**src/rtl/drdy_pkg.sv**
```systemverilog
package drdy_pkg;
  localparam int unsigned RES_W = 24;
  localparam int unsigned RST_STAGES = 2;
  typedef logic [RES_W-1:0] res_word_t;
endpackage

```
**src/rtl/rdy_rst_sync.sv**
```systemverilog
module rdy_rst_sync #(
  parameter int unsigned STAGES = drdy_pkg::RST_STAGES
) (
  input  logic clk,
  input  logic arst_n,
  output logic rst_n_o
);
  localparam int unsigned LAST = STAGES - 1;
  logic [STAGES-1:0] chain_q;

  always_ff @(posedge clk or negedge arst_n) begin
    if (!arst_n) chain_q <= '0;
    else         chain_q <= {chain_q[STAGES-2:0], 1'b1};
  end

  assign rst_n_o = chain_q[LAST];
endmodule

```
**src/rtl/rdy_shadow.sv**
```systemverilog
module rdy_shadow #(
  parameter int unsigned W = drdy_pkg::RES_W
) (
  input  logic         clk,
  input  logic         rst_n,
  input  logic         wr_i,
  input  logic [W-1:0] word_i,
  input  logic         take_i,
  output logic         full_o,
  output logic [W-1:0] word_o
);
  logic         full_q, full_d;
  logic [W-1:0] word_q;

  always_comb begin
    full_d = full_q;
    if (take_i) full_d = 1'b0;
    if (wr_i)   full_d = 1'b1;
  end

  always_ff @(posedge clk or negedge rst_n) begin
    if (!rst_n) full_q <= 1'b0;
    else        full_q <= full_d;
  end

  always_ff @(posedge clk or negedge rst_n) begin
    if (!rst_n)    word_q <= '0;
    else if (wr_i) word_q <= word_i;
  end

  assign full_o = full_q;
  assign word_o = word_q;

  // a write while full replaces the held word
  a_r9_latest_kept: assert property (@(posedge clk) disable iff (!rst_n)
    wr_i |=> (full_o && word_o == $past(word_i)));
endmodule

```
**src/rtl/rdy_ctrl.sv**
```systemverilog
module rdy_ctrl (
  input  logic clk,
  input  logic rst_n,
  input  logic full_i,
  input  logic rd_start_i,
  input  logic rd_done_i,
  output logic load_o,
  output logic reading_o,
  output logic ready_o,
  output logic irq_n_o
);
  logic ready_q, ready_d;
  logic reading_q, reading_d;
  logic irq_n_q;
  logic load_en, withdraw;

  always_comb begin
    load_en  = full_i & ~ready_q & ~reading_q & ~rd_start_i & ~rd_done_i;
    withdraw = full_i & ready_q & ~reading_q & ~rd_start_i;

    ready_d = ready_q;
    if (rd_done_i)     ready_d = 1'b0;
    else if (load_en)  ready_d = 1'b1;
    else if (withdraw) ready_d = 1'b0;

    reading_d = reading_q;
    if (rd_done_i)       reading_d = 1'b0;
    else if (rd_start_i) reading_d = 1'b1;
  end

  always_ff @(posedge clk or negedge rst_n) begin
    if (!rst_n) begin
      ready_q   <= 1'b0;
      reading_q <= 1'b0;
      irq_n_q   <= 1'b1;
    end else begin
      ready_q   <= ready_d;
      reading_q <= reading_d;
      irq_n_q   <= ~ready_d;
    end
  end

  assign load_o    = load_en;
  assign reading_o = reading_q;
  assign ready_o   = ready_q;
  assign irq_n_o   = irq_n_q;

  // a finished read clears the flag
  a_r3_read_clears: assert property (@(posedge clk) disable iff (!rst_n)
    rd_done_i |=> !ready_o);
  // the withdraw gap lasts one cycle when nothing else intervenes
  a_r4_gap_one_cycle: assert property (@(posedge clk) disable iff (!rst_n)
    ($fell(ready_q) && full_i && !reading_q && !rd_start_i && !rd_done_i) |=> ready_q);
  // interrupt line mirrors the flag
  a_r8_irq_inverse: assert property (@(posedge clk) disable iff (!rst_n)
    irq_n_q == !ready_q);
endmodule

```
**src/rtl/rdy_result_reg.sv**
```systemverilog
module rdy_result_reg #(
  parameter int unsigned W = drdy_pkg::RES_W
) (
  input  logic         clk,
  input  logic         rst_n,
  input  logic         load_i,
  input  logic [W-1:0] word_i,
  output logic [W-1:0] data_o
);
  logic [W-1:0] data_q;

  always_ff @(posedge clk or negedge rst_n) begin
    if (!rst_n)      data_q <= '0;
    else if (load_i) data_q <= word_i;
  end

  assign data_o = data_q;

  // a load presents the shadow word on the next cycle
  a_r2_load_visible: assert property (@(posedge clk) disable iff (!rst_n)
    load_i |=> data_o == $past(word_i));
endmodule

```
**src/rtl/rdy_result_hold.sv**
```systemverilog
module rdy_result_hold #(
  parameter int unsigned W = drdy_pkg::RES_W
) (
  input  logic         clk,
  input  logic         arst_n,
  input  logic         res_valid_i,
  input  logic [W-1:0] res_word_i,
  input  logic         rd_start_i,
  input  logic         rd_done_i,
  input  logic         sync_i,
  output logic [W-1:0] rd_data_o,
  output logic         ready_o,
  output logic         irq_n_o
);
  logic         rst_n;
  logic         shadow_full, load, reading;
  logic [W-1:0] shadow_word;

  rdy_rst_sync u_rst (
    .clk(clk), .arst_n(arst_n), .rst_n_o(rst_n)
  );

  rdy_shadow #(.W(W)) u_shadow (
    .clk(clk), .rst_n(rst_n), .wr_i(res_valid_i), .word_i(res_word_i),
    .take_i(load), .full_o(shadow_full), .word_o(shadow_word)
  );

  rdy_ctrl u_ctrl (
    .clk(clk), .rst_n(rst_n), .full_i(shadow_full), .rd_start_i(rd_start_i),
    .rd_done_i(rd_done_i), .load_o(load), .reading_o(reading),
    .ready_o(ready_o), .irq_n_o(irq_n_o)
  );

  rdy_result_reg #(.W(W)) u_res (
    .clk(clk), .rst_n(rst_n), .load_i(load), .word_i(shadow_word),
    .data_o(rd_data_o)
  );

  // sync alone never drops the flag
  a_r5_sync_keeps_flag: assert property (@(posedge clk) disable iff (!rst_n)
    (sync_i && ready_o && !rd_done_i && !shadow_full) |=> ready_o);
  // the visible word holds still while a read is open
  a_r7_stable_in_read: assert property (@(posedge clk) disable iff (!rst_n)
    reading |=> $stable(rd_data_o));
endmodule

```
**config.mk**
```make
export PLATFORM = sky130hd
export DESIGN_NAME = rdy_result_hold
export DESIGN_NICKNAME = d
export VERILOG_FILES = /design/src/rtl/drdy_pkg.sv /design/src/rtl/rdy_rst_sync.sv /design/src/rtl/rdy_shadow.sv /design/src/rtl/rdy_ctrl.sv /design/src/rtl/rdy_result_reg.sv /design/src/rtl/rdy_result_hold.sv
export SDC_FILE = /design/constraint.sdc
export NUM_CORES = 1
export LEC_CHECK = 0
export BUFFER_PORTS_ARGS = -buffer_cell sky130_fd_sc_hd__buf_2
export CAP_MARGIN = 5
export CORE_UTILIZATION = 46
export CTS_CLUSTER_SIZE = 24
export DETAILED_ROUTE_END_ITERATION = 6
export GPL_TIMING_DRIVEN = 1
export HOLD_SLACK_MARGIN = 0.08
export PLACE_DENSITY = 0.78
export SETUP_SLACK_MARGIN = 0.5
export SLEW_MARGIN = 0
export SYNTH_ARGS = -nofsm -noshare
export SYNTH_HDL_FRONTEND = slang
export SYNTH_SLANG_ARGS = --single-unit
```
**constraint.sdc**
```tcl
create_clock -name clk -period 1.6 [get_ports clk]
set_input_delay 0.24 -clock clk [delete_from_list [all_inputs] [get_ports clk]]
set_output_delay 0.24 -clock clk [all_outputs]
set_load 0.02 [all_outputs]
```
==> impl_metrics.tcl, run 1 <==
set metrics [dict create \
    cp_num_buf_inv 1 \
    grt_pass1_vias 1365 \
    core_sq_um 4354 \
    fin_area_sq_um 2969 \
    status "finished clean" \
    critical-path-top-delay-family "flip-flops" \
    root_buffer "clkbuf_8" \
    grt_pass1_wl_microns 6610 \
    dp_slack_ns 0.1123 \
    cp_data_required_time_ns 1.79 \
    drt_pass1_iterations 4 \
    area_growth_pct 43.21 \
    drv_cap 0 \
    cp_cell_sequence "nor3b_4, buf_12, nand2_8, mux2_4" \
    cts_tree "built" \
    hold_start "res_word_i[11]" \
    drive_gt1_share_pct 71.29 \
    die_area_sq_um 4780 \
    grt_max_degree 30 \
    start_kind "register" \
    cts_sinks 54 \
    dpl.hpwl_microns 2386 \
    fin_skew_ns 0.01118 \
    io_pins 56 \
    worstPathArrival_ns 1.51 \
    p_per_area_nw_per_um2 1477 \
    hold_depth 2 \
    insertedDiodeCount 0 \
    path_clk_slew_ns 0.10 \
    start_util_pct 47.61 \
    antenna_found_initial 0 \
    slew_violations 0 \
    crit_path_max_fanout 7 \
    portBuffers 54 \
    worst_pin_slew_ns 0.5977 \
    grt_overflow 0 \
    fin_nets 231 \
    ys_seq_area_share_pct 65.24 \
    setup_viol 0 \
    viasPerCell 4.858 \
    synthCells 117 \
    r2r_slack_ns 0.27 \
    placedCellCount 220 \
    finish.cell_count_without_fillers 254 \
    r2r_cells 4 \
    grt_usage_pct 17.90 \
    period_needed_ns 1.326 \
    power_leakage_nw 1.442 \
    tns_ns 0 \
    period_share_pct 82.88 \
    clock_path_buffers 2 \
    dr_total_vias 1234 \
    die_y_microns 69.14 \
    slowest_stage "dfrtp_1" \
    rsz0062_at_grt "yes" \
    fmax_mhz 754.1 \
    reg2reg_from "u_ctrl.reading_o" \
    route.detailed.drc 0 \
    placed_area_sq_um 2390 \
    avgSynthCellArea_sq_um 17.72 \
    die_x_microns 69.14 \
    layout_setup_ws_ns 0.2740 \
    gp_congestion 0.7302 \
    rows 24 \
    cpPeakStageDelay_ns 0.42 \
    htree_levels 2 \
    path_class "register to register" \
    endpoint_kind "register" \
    cts_inserted_buffers 5 \
    synth_warnings 0 \
    netlist_area_sq_um 2073 \
    synth_nets 147 \
    antenna_left 0 \
    routed_wl_microns 3854 \
    ys_types 13 \
    peakVddDrop_v 0.0008021 \
    drt-wirelength-per-cell_microns 15.17 \
    synth_seq_cells 54 \
    first_iter_violations 30 \
    clk_latency_ns 0.30 \
    hold_viol_final 0 \
    slew_headroom_pct 60.15 \
    r2r-end "u_res.data_o[19]" \
    hold_path_class "input port to register" \
    whs_endpoint "u_shadow.word_o[11]" \
]
-- area by class of cell --
type,instances,area [sq um]
Fill cell,282,1385
Tap cell,52,65.06
Multi-Input combinational cell,61,760.7
Clock inverter,3,68.82
Timing Repair Buffer,79,651.9
Sequential cell,54,1354
Clock buffer,5,68.82
-- logic make-up after synthesis --
kind of cell / Yosys count / synth area share (%)
simple gates: 7 / 2.474
compound gates: 1 / 0.3622
flops: 54 / 65.24
xor+xnor: 1 / 0.4225
mux: 48 / 29.51
buf+inv: 5 / 1.810
other cells: 1 / 0.1809
-- cell usage in the layout, fill, tap and decap left out --
cell type      instances
a21o_1                 1
buf_12                 2
buf_2                 28
buf_4                 21
buf_6                 27
bufinv_16              2
clkbuf_8               5
clkinv_4               1
conb_1                 1
dfrtp_1               52
dfrtp_2                1
dfstp_2                1
dlygate4sd3_1          1
mux2_2                29
mux2_4                19
nand2_4                1
nand2_8                3
nor2_1                 3
nor2_4                 1
nor3b_4                1
or2_4                  1
xnor2_2                1
-- through the flow --
step	utilization, %	hold slack, ns	total power [mW]
final	68.19	0.1637	4.387
after floorplan	-	-0.05559	2.468
after detailed placement	54.89	0.03054	2.793
after global routing	68.19	0.1541	4.579
after global placement	54.89	0.02735	2.752
after CTS	64.68	0.1487	4.147
-- cell usage after synthesis --
cell / count / share of area [%]
a21o_1: 1 / 0.36
buf_2: 3 / 0.72
buf_6: 2 / 1.1
conb_1: 1 / 0.18
dfrtp_1: 53 / 64
dfstp_2: 1 / 1.3
mux2_2: 29 / 16
mux2_4: 19 / 14
nand2_4: 1 / 0.54
nor2_1: 4 / 0.72
nor3b_4: 1 / 0.91
or2_2: 1 / 0.30
xnor2_1: 1 / 0.42
-- flip-flops by register name, summed over array words and instances (netlist names) --
register / flops
u_shadow.word_o: 24
u_shadow.full_o: 1
u_ctrl.reading_o: 1
u_res.data_o: 24
u_ctrl.ready_o: 1
u_rst.chain_q: 2
u_ctrl.irq_n_o: 1
-- how the worst max path moves through the flow --
stage	from	end	slack, ns	cells past startpoint
2_1_floorplan	u_ctrl.reading_o	u_res.data_o[11]	0.29	4
3_3_place_gp	u_ctrl.reading_o	u_res.data_o[18]	0.16	3
3_5_place_dp	u_ctrl.reading_o	u_res.data_o[1]	0.11	3
4_1_cts	u_ctrl.reading_o	u_res.data_o[19]	0.25	4
5_1_grt	u_ctrl.reading_o	u_res.data_o[3]	0.21	4
6_report	u_ctrl.reading_o	u_res.data_o[19]	0.27	4
-- metal layers --
layer | part of all wire [%] | global-route usage [%] | up-vias
met1 | 44 | 23.29 | 611
li1 | - | - | 577
met3 | 5.3 | 5.556 | 4
met5 | 0 | 0 | -
met4 | 0.91 | 4.762 | 0
met2 | 49 | 29.13 | 42
-- report_power, final --
group	leakage, nW	total, mW	switching, mW	internal, mW
Clock	0.0683	1.06	0.432	0.627
Sequential	0.633	1.83	0.192	1.64
Combinational	0.740	1.49	0.572	0.922
-- repair_timing --
| item | 4_1_cts | 5_1_grt |
|---|---|---|
| endpoints found under the hold margin | 2 | 0 |
| gates cloned | 3 | 0 |
| gates resized for setup | 27 | 32 |
| hold buffers | 1 | 0 |
| endpoints found under the setup margin | 41 | 53 |
| pin swaps | 5 | 2 |
| buffers inserted | 15 | 7 |
No activity file was read; power rests on OpenSTA's default activity.
==> run 2: changes to the inputs <==
==> constraint.sdc (replaced) <==
create_clock -name clk -period 1.1 [get_ports clk]
set_input_delay 0.165 -clock clk [delete_from_list [all_inputs] [get_ports clk]]
set_output_delay 0.165 -clock clk [all_outputs]
set_load 0.02 [all_outputs]
==> impl_metrics.tcl, run 2 (same netlist as run 1, synthesis figures left out) <==
set metrics [dict create \
    status "complete, but fails checks" \
    violations "setup timing" \
    grt_pass1_wl_microns 6630 \
    r2r-end "u_res.data_o[16]" \
    grt_usage_pct 18.12 \
    die_y_microns 69.14 \
    antenna_left 0 \
    path_clk_slew_ns 0.11 \
    dr_total_vias 1253 \
    cp_data_required_time_ns 1.32 \
    grt_overflow 0 \
    hold_buffers 1 \
    endpoint_kind "register" \
    gp_congestion 0.7874 \
    insertedDiodeCount 0 \
    final_common_cell "dfrtp_1" \
    seqPwrFrac_pct 44.3 \
    die_area_sq_um 4780 \
    setup_viol 29 \
    fin_skew_ns 0.01663 \
    post-route-util_pct 70.43 \
    rows 24 \
    internal_power_mw 4.275 \
    placed_area_sq_um 2552 \
    placedCellCount 225 \
    path_class "register to register" \
    antenna_found_initial 0 \
    fin_area_sq_um 3067 \
    power_leakage_nw 1.573 \
    period_share_pct 123.9 \
    route.detailed.drc 0 \
    portBuffers 54 \
    crit_path_max_fanout 12 \
    rsz0062_at_grt "yes" \
    drv_cap 0 \
    start_util_pct 47.61 \
    drt-wirelength-per-cell_microns 15.47 \
    clkPwrFrac_pct 18.4 \
    area_growth_pct 47.92 \
    reg2reg_from "u_ctrl.reading_o" \
    layout_setup_ws_ns -0.2631 \
    peakVddDrop_v 0.001001 \
    drt_pass1_iterations 3 \
    fin_nets 237 \
    die_x_microns 69.14 \
    p_total_mw 6.048 \
    comb_power_share_pct 37.3 \
    slew_violations 0 \
    routed_wl_microns 4021 \
    viasPerCell 4.819 \
    r2r_slack_ns -0.26 \
    grt_pass1_vias 1389 \
    fillers 303 \
    root_buffer "clkbuf_8" \
    cts_inserted_buffers 5 \
    hold_ws_ns 0.06991 \
    p_switching_mw 1.773 \
    fmax_mhz 733.6 \
    start_kind "register" \
    p_per_area_nw_per_um2 1972 \
    dpl.hpwl_microns 2547 \
    cts_sinks 54 \
    crit_path_end "u_res.data_o[16]" \
    io_pins 56 \
    htree_levels 2 \
    tns_ns -6.487 \
    grt_max_degree 32 \
    period_needed_ns 1.363 \
    drive_gt1_share_pct 73.08 \
    worstPathArrival_ns 1.58 \
    hold_viol_final 0 \
    worstSetupStartpoint "u_ctrl.reading_o" \
    layout_common_cells "dfrtp_1 (51), mux2_4 (43), buf_2 (28), buf_6 (28), buf_4 (26)" \
    dp_slack_ns -0.2271 \
    core_sq_um 4354 \
    clk_latency_ns 0.32 \
    r2r_cells 4 \
    first_iter_violations 49 \
    cts_tree "built" \
    swShare_pct 29.31 \
    clock_path_buffers 2 \
    hold_path_class "input port to register" \
    finish.cell_count_without_fillers 260 \
]
[run 2: cell types whose count changed in the layout (fill, tap and decap cells not counted), moves of 2 or more]
cell and delta:
nor2_2 +2, mux2_2 -24, nand2_8 -3, buf_12 +2, bufinv_16 -2, buf_4 +5
mux2_4 +24
[run 2: repair_timing]
action                                  CTS  global route
endpoints found under the hold margin    23            18
gates cloned                              0             1
pin swaps                                 1             1
endpoints found under the setup margin  109           114
setup buffers                            13            12
resized for setup                        61             1
[run 2: area by class of cell]
type / instances / area, sq um / area share (%)
clock buffers: 5 / 68.82 / 2.244
clock inverters: 3 / 21.27 / 0.6936
repair buffers: 88 / 765.7 / 24.97
flip-flops and latches: 54 / 1358 / 44.27
well taps: 52 / 65.06 / 2.122
multi-input cells: 58 / 788.3 / 25.70
[run 2: routing by layer]
metal | routed length (microns) | share of wire [%] | up-vias | global-route usage [%]
li1 | - | - | 580 | -
met1 | 1723 | 43 | 628 | 23.86
met2 | 2037 | 51 | 41 | 28.37
met3 | 213 | 5.3 | 4 | 6.287
met4 | 46 | 1.1 | 0 | 5.442
met5 | 0 | 0 | - | 0
[run 2: worst min path at each step]
stage	slack (ns)	from	end	depth (start not counted)
detailed placement	-0.04	arst_n	u_rst.chain_q[0]	1
global route	0.05	res_word_i[14]	u_shadow.word_o[14]	2
CTS	0.06	res_word_i[14]	u_shadow.word_o[14]	2
floorplan	-0.13	arst_n	u_rst.chain_q[0]	0
finish	0.07	res_word_i[14]	u_shadow.word_o[14]	2
global placement	-0.05	arst_n	u_rst.chain_q[0]	1
[run 2: power groups by stage]
stage	Sequential (mW)	Clock [mW]	Combinational [mW]
after global placement	2.65	0	1.46
after global routing	2.73	1.24	2.38
final	2.68	1.12	2.26
after floorplan	3.02	0	0.637
after detailed placement	2.66	0	1.50
after CTS	2.68	1.15	2.09
[run 2: critical path, stage by stage, from the launching register on]
cell	delay (ns)
dfrtp_1	0.43
nor3b_4	0.24
nand2_4	0.10
clkbuf_16	0.19
mux2_4	0.30
==> run 3: changes to the inputs <==
--- a/config.mk
+++ b/config.mk
@@ -7,12 +7,12 @@
 export LEC_CHECK = 0
 export BUFFER_PORTS_ARGS = -buffer_cell sky130_fd_sc_hd__buf_2
 export CAP_MARGIN = 5
-export CORE_UTILIZATION = 46
+export CORE_UTILIZATION = 40
 export CTS_CLUSTER_SIZE = 24
 export DETAILED_ROUTE_END_ITERATION = 6
 export GPL_TIMING_DRIVEN = 1
 export HOLD_SLACK_MARGIN = 0.08
-export PLACE_DENSITY = 0.78
+export PLACE_DENSITY = 0.7
 export SETUP_SLACK_MARGIN = 0.5
 export SLEW_MARGIN = 0
 export SYNTH_ARGS = -nofsm -noshare
==> constraint.sdc (replaced) <==
create_clock -name clk -period 1.24 [get_ports clk]
set_input_delay 0.186 -clock clk [delete_from_list [all_inputs] [get_ports clk]]
set_output_delay 0.186 -clock clk [all_outputs]
set_load 0.02 [all_outputs]
==> impl_metrics.tcl, run 3 (same netlist as run 1, synthesis figures left out) <==
set metrics [dict create \
    status "complete, but fails checks" \
    violations "setup timing" \
    die_area_sq_um 5475 \
    root_buffer "clkbuf_8" \
    cts_tree "built" \
    path_clk_slew_ns 0.09 \
    hold_path_class "input port to register" \
    cpPeakStageDelay_ns 0.42 \
    cp_num_buf_inv 1 \
    rows 25 \
    die_x_microns 74.00 \
    layout_setup_ws_ns -0.1100 \
    grt_usage_pct 16.79 \
    peakVddDrop_v 0.0009968 \
    antenna_left 0 \
    core_sq_um 4848 \
    dr_total_vias 1227 \
    grt_overflow 0 \
    layout_common_cells "dfrtp_1 (51), mux2_4 (43), buf_2 (28), buf_6 (28), buf_4 (15)" \
    r2r-end "u_res.data_o[13]" \
    r2r_slack_ns -0.11 \
    fin_skew_ns 0.007877 \
    grt_pass1_wl_microns 6734 \
    viasPerCell 4.613 \
    path_class "register to register" \
    reg2reg_from "u_ctrl.reading_o" \
    cts_sinks 54 \
    insertedDiodeCount 0 \
    grt_max_degree 27 \
    die_y_microns 74.00 \
    period_needed_ns 1.350 \
    period_share_pct 108.9 \
    hold_viol_final 0 \
    placed_area_sq_um 2562 \
    final_common_cell "dfrtp_1" \
    antenna_found_initial 0 \
    io_pins 56 \
    drive_gt1_share_pct 69.85 \
    power_leakage_nw 1.544 \
    route.detailed.drc 0 \
    setup_viol 26 \
    hold_ws_ns 0.1129 \
    cp_cell_sequence "nor3b_4, nand2_4, clkbuf_16, mux2_4" \
    drv_cap 0 \
    start_util_pct 42.76 \
    rsz0062_at_grt "yes" \
    portBuffers 54 \
    drt-wirelength-per-cell_microns 15.76 \
    cp_data_required_time_ns 1.43 \
    p_per_area_nw_per_um2 1797 \
    routed_wl_microns 4193 \
    slew_violations 0 \
    hold_depth 2 \
    critical-path-top-delay-family "flip-flops" \
    crit_path_max_fanout 6 \
    placedCellCount 239 \
    tns_ns -2.310 \
    hold_start "res_word_i[15]" \
    drt_pass1_iterations 4 \
    endpoint_kind "register" \
    cts_inserted_buffers 5 \
    fmax_mhz 740.7 \
    start_kind "register" \
    gp_congestion 0.7473 \
    worstPathArrival_ns 1.54 \
    grt_pass1_vias 1371 \
    clk_latency_ns 0.30 \
    htree_levels 2 \
    slowest_stage "dfrtp_1" \
    r2r_cells 4 \
    finish.cell_count_without_fillers 266 \
    clock_path_buffers 2 \
    first_iter_violations 50 \
    fin_area_sq_um 3058 \
    area_growth_pct 47.50 \
    fin_nets 228 \
    whs_endpoint "u_shadow.word_o[15]" \
    dpl.hpwl_microns 2681 \
]
[run 3: how the worst max path moves through the flow]
stage                           startpoint                to  depth (start not counted)
after floorplan           u_ctrl.reading_o  u_res.data_o[11]                          4
after global routing      u_ctrl.reading_o  u_res.data_o[17]                          4
after global placement    u_ctrl.reading_o  u_res.data_o[22]                          4
after CTS                 u_ctrl.reading_o  u_res.data_o[13]                          4
final                     u_ctrl.reading_o  u_res.data_o[13]                          4
after detailed placement  u_ctrl.reading_o  u_res.data_o[21]                          4
[run 3: area by class of cell]
class | count | area, sq um
timing repair buffer | 79 | 703.2
tap | 67 | 83.83
fill | 357 | 1790
clock buffer | 7 | 86.33
multi-input combinational | 58 | 797.0
sequential | 54 | 1358
clock inverter | 1 | 30.03
[run 3: timing repair]
action / 4_1_cts / 5_1_grt
setup endpoints to repair: 77 / 77
gates resized for setup: 61 / 2
gates cloned: 0 / 1
hold buffers: 2 / 1
hold endpoints to repair: 3 / 1
buffers inserted: 11 / 4
[run 3: power by group]
| group | leakage [nW] | switching (mW) | total, mW | internal [mW] |
|---|---|---|---|---|
| logic | 0.853 | 0.709 | 1.92 | 1.21 |
| clock network | 0.0585 | 0.527 | 1.19 | 0.658 |
| registers | 0.632 | 0.274 | 2.39 | 2.12 |
[run 3: per-layer routing]
metal	up-vias	wire, microns	track usage [%]
li1	561	-	-
met1	632	1731	21.17
met2	27	2270	28.59
met3	7	131	3.388
met4	0	61	6.410
met5	-	0	0
[run 3: through the flow]
step	setup slack, ns	power [mW]	util [%]
detailed placement	-0.07841	3.697	52.85
floorplan	-0.06552	3.246	-
CTS	-0.08731	5.468	61.42
global placement	-0.04870	3.636	52.85
finish	-0.1100	5.496	63.07
global route	-0.1734	5.764	63.07
[run 3: worst reg2reg max path, delay by kind of cell, from the launching register on]
| kind | cells | cell delay (ns) |
|---|---|---|
| buf+inv | 1 | 0.18 |
| simple gates | 2 | 0.34 |
| mux | 1 | 0.29 |
| flops | 1 | 0.42 |
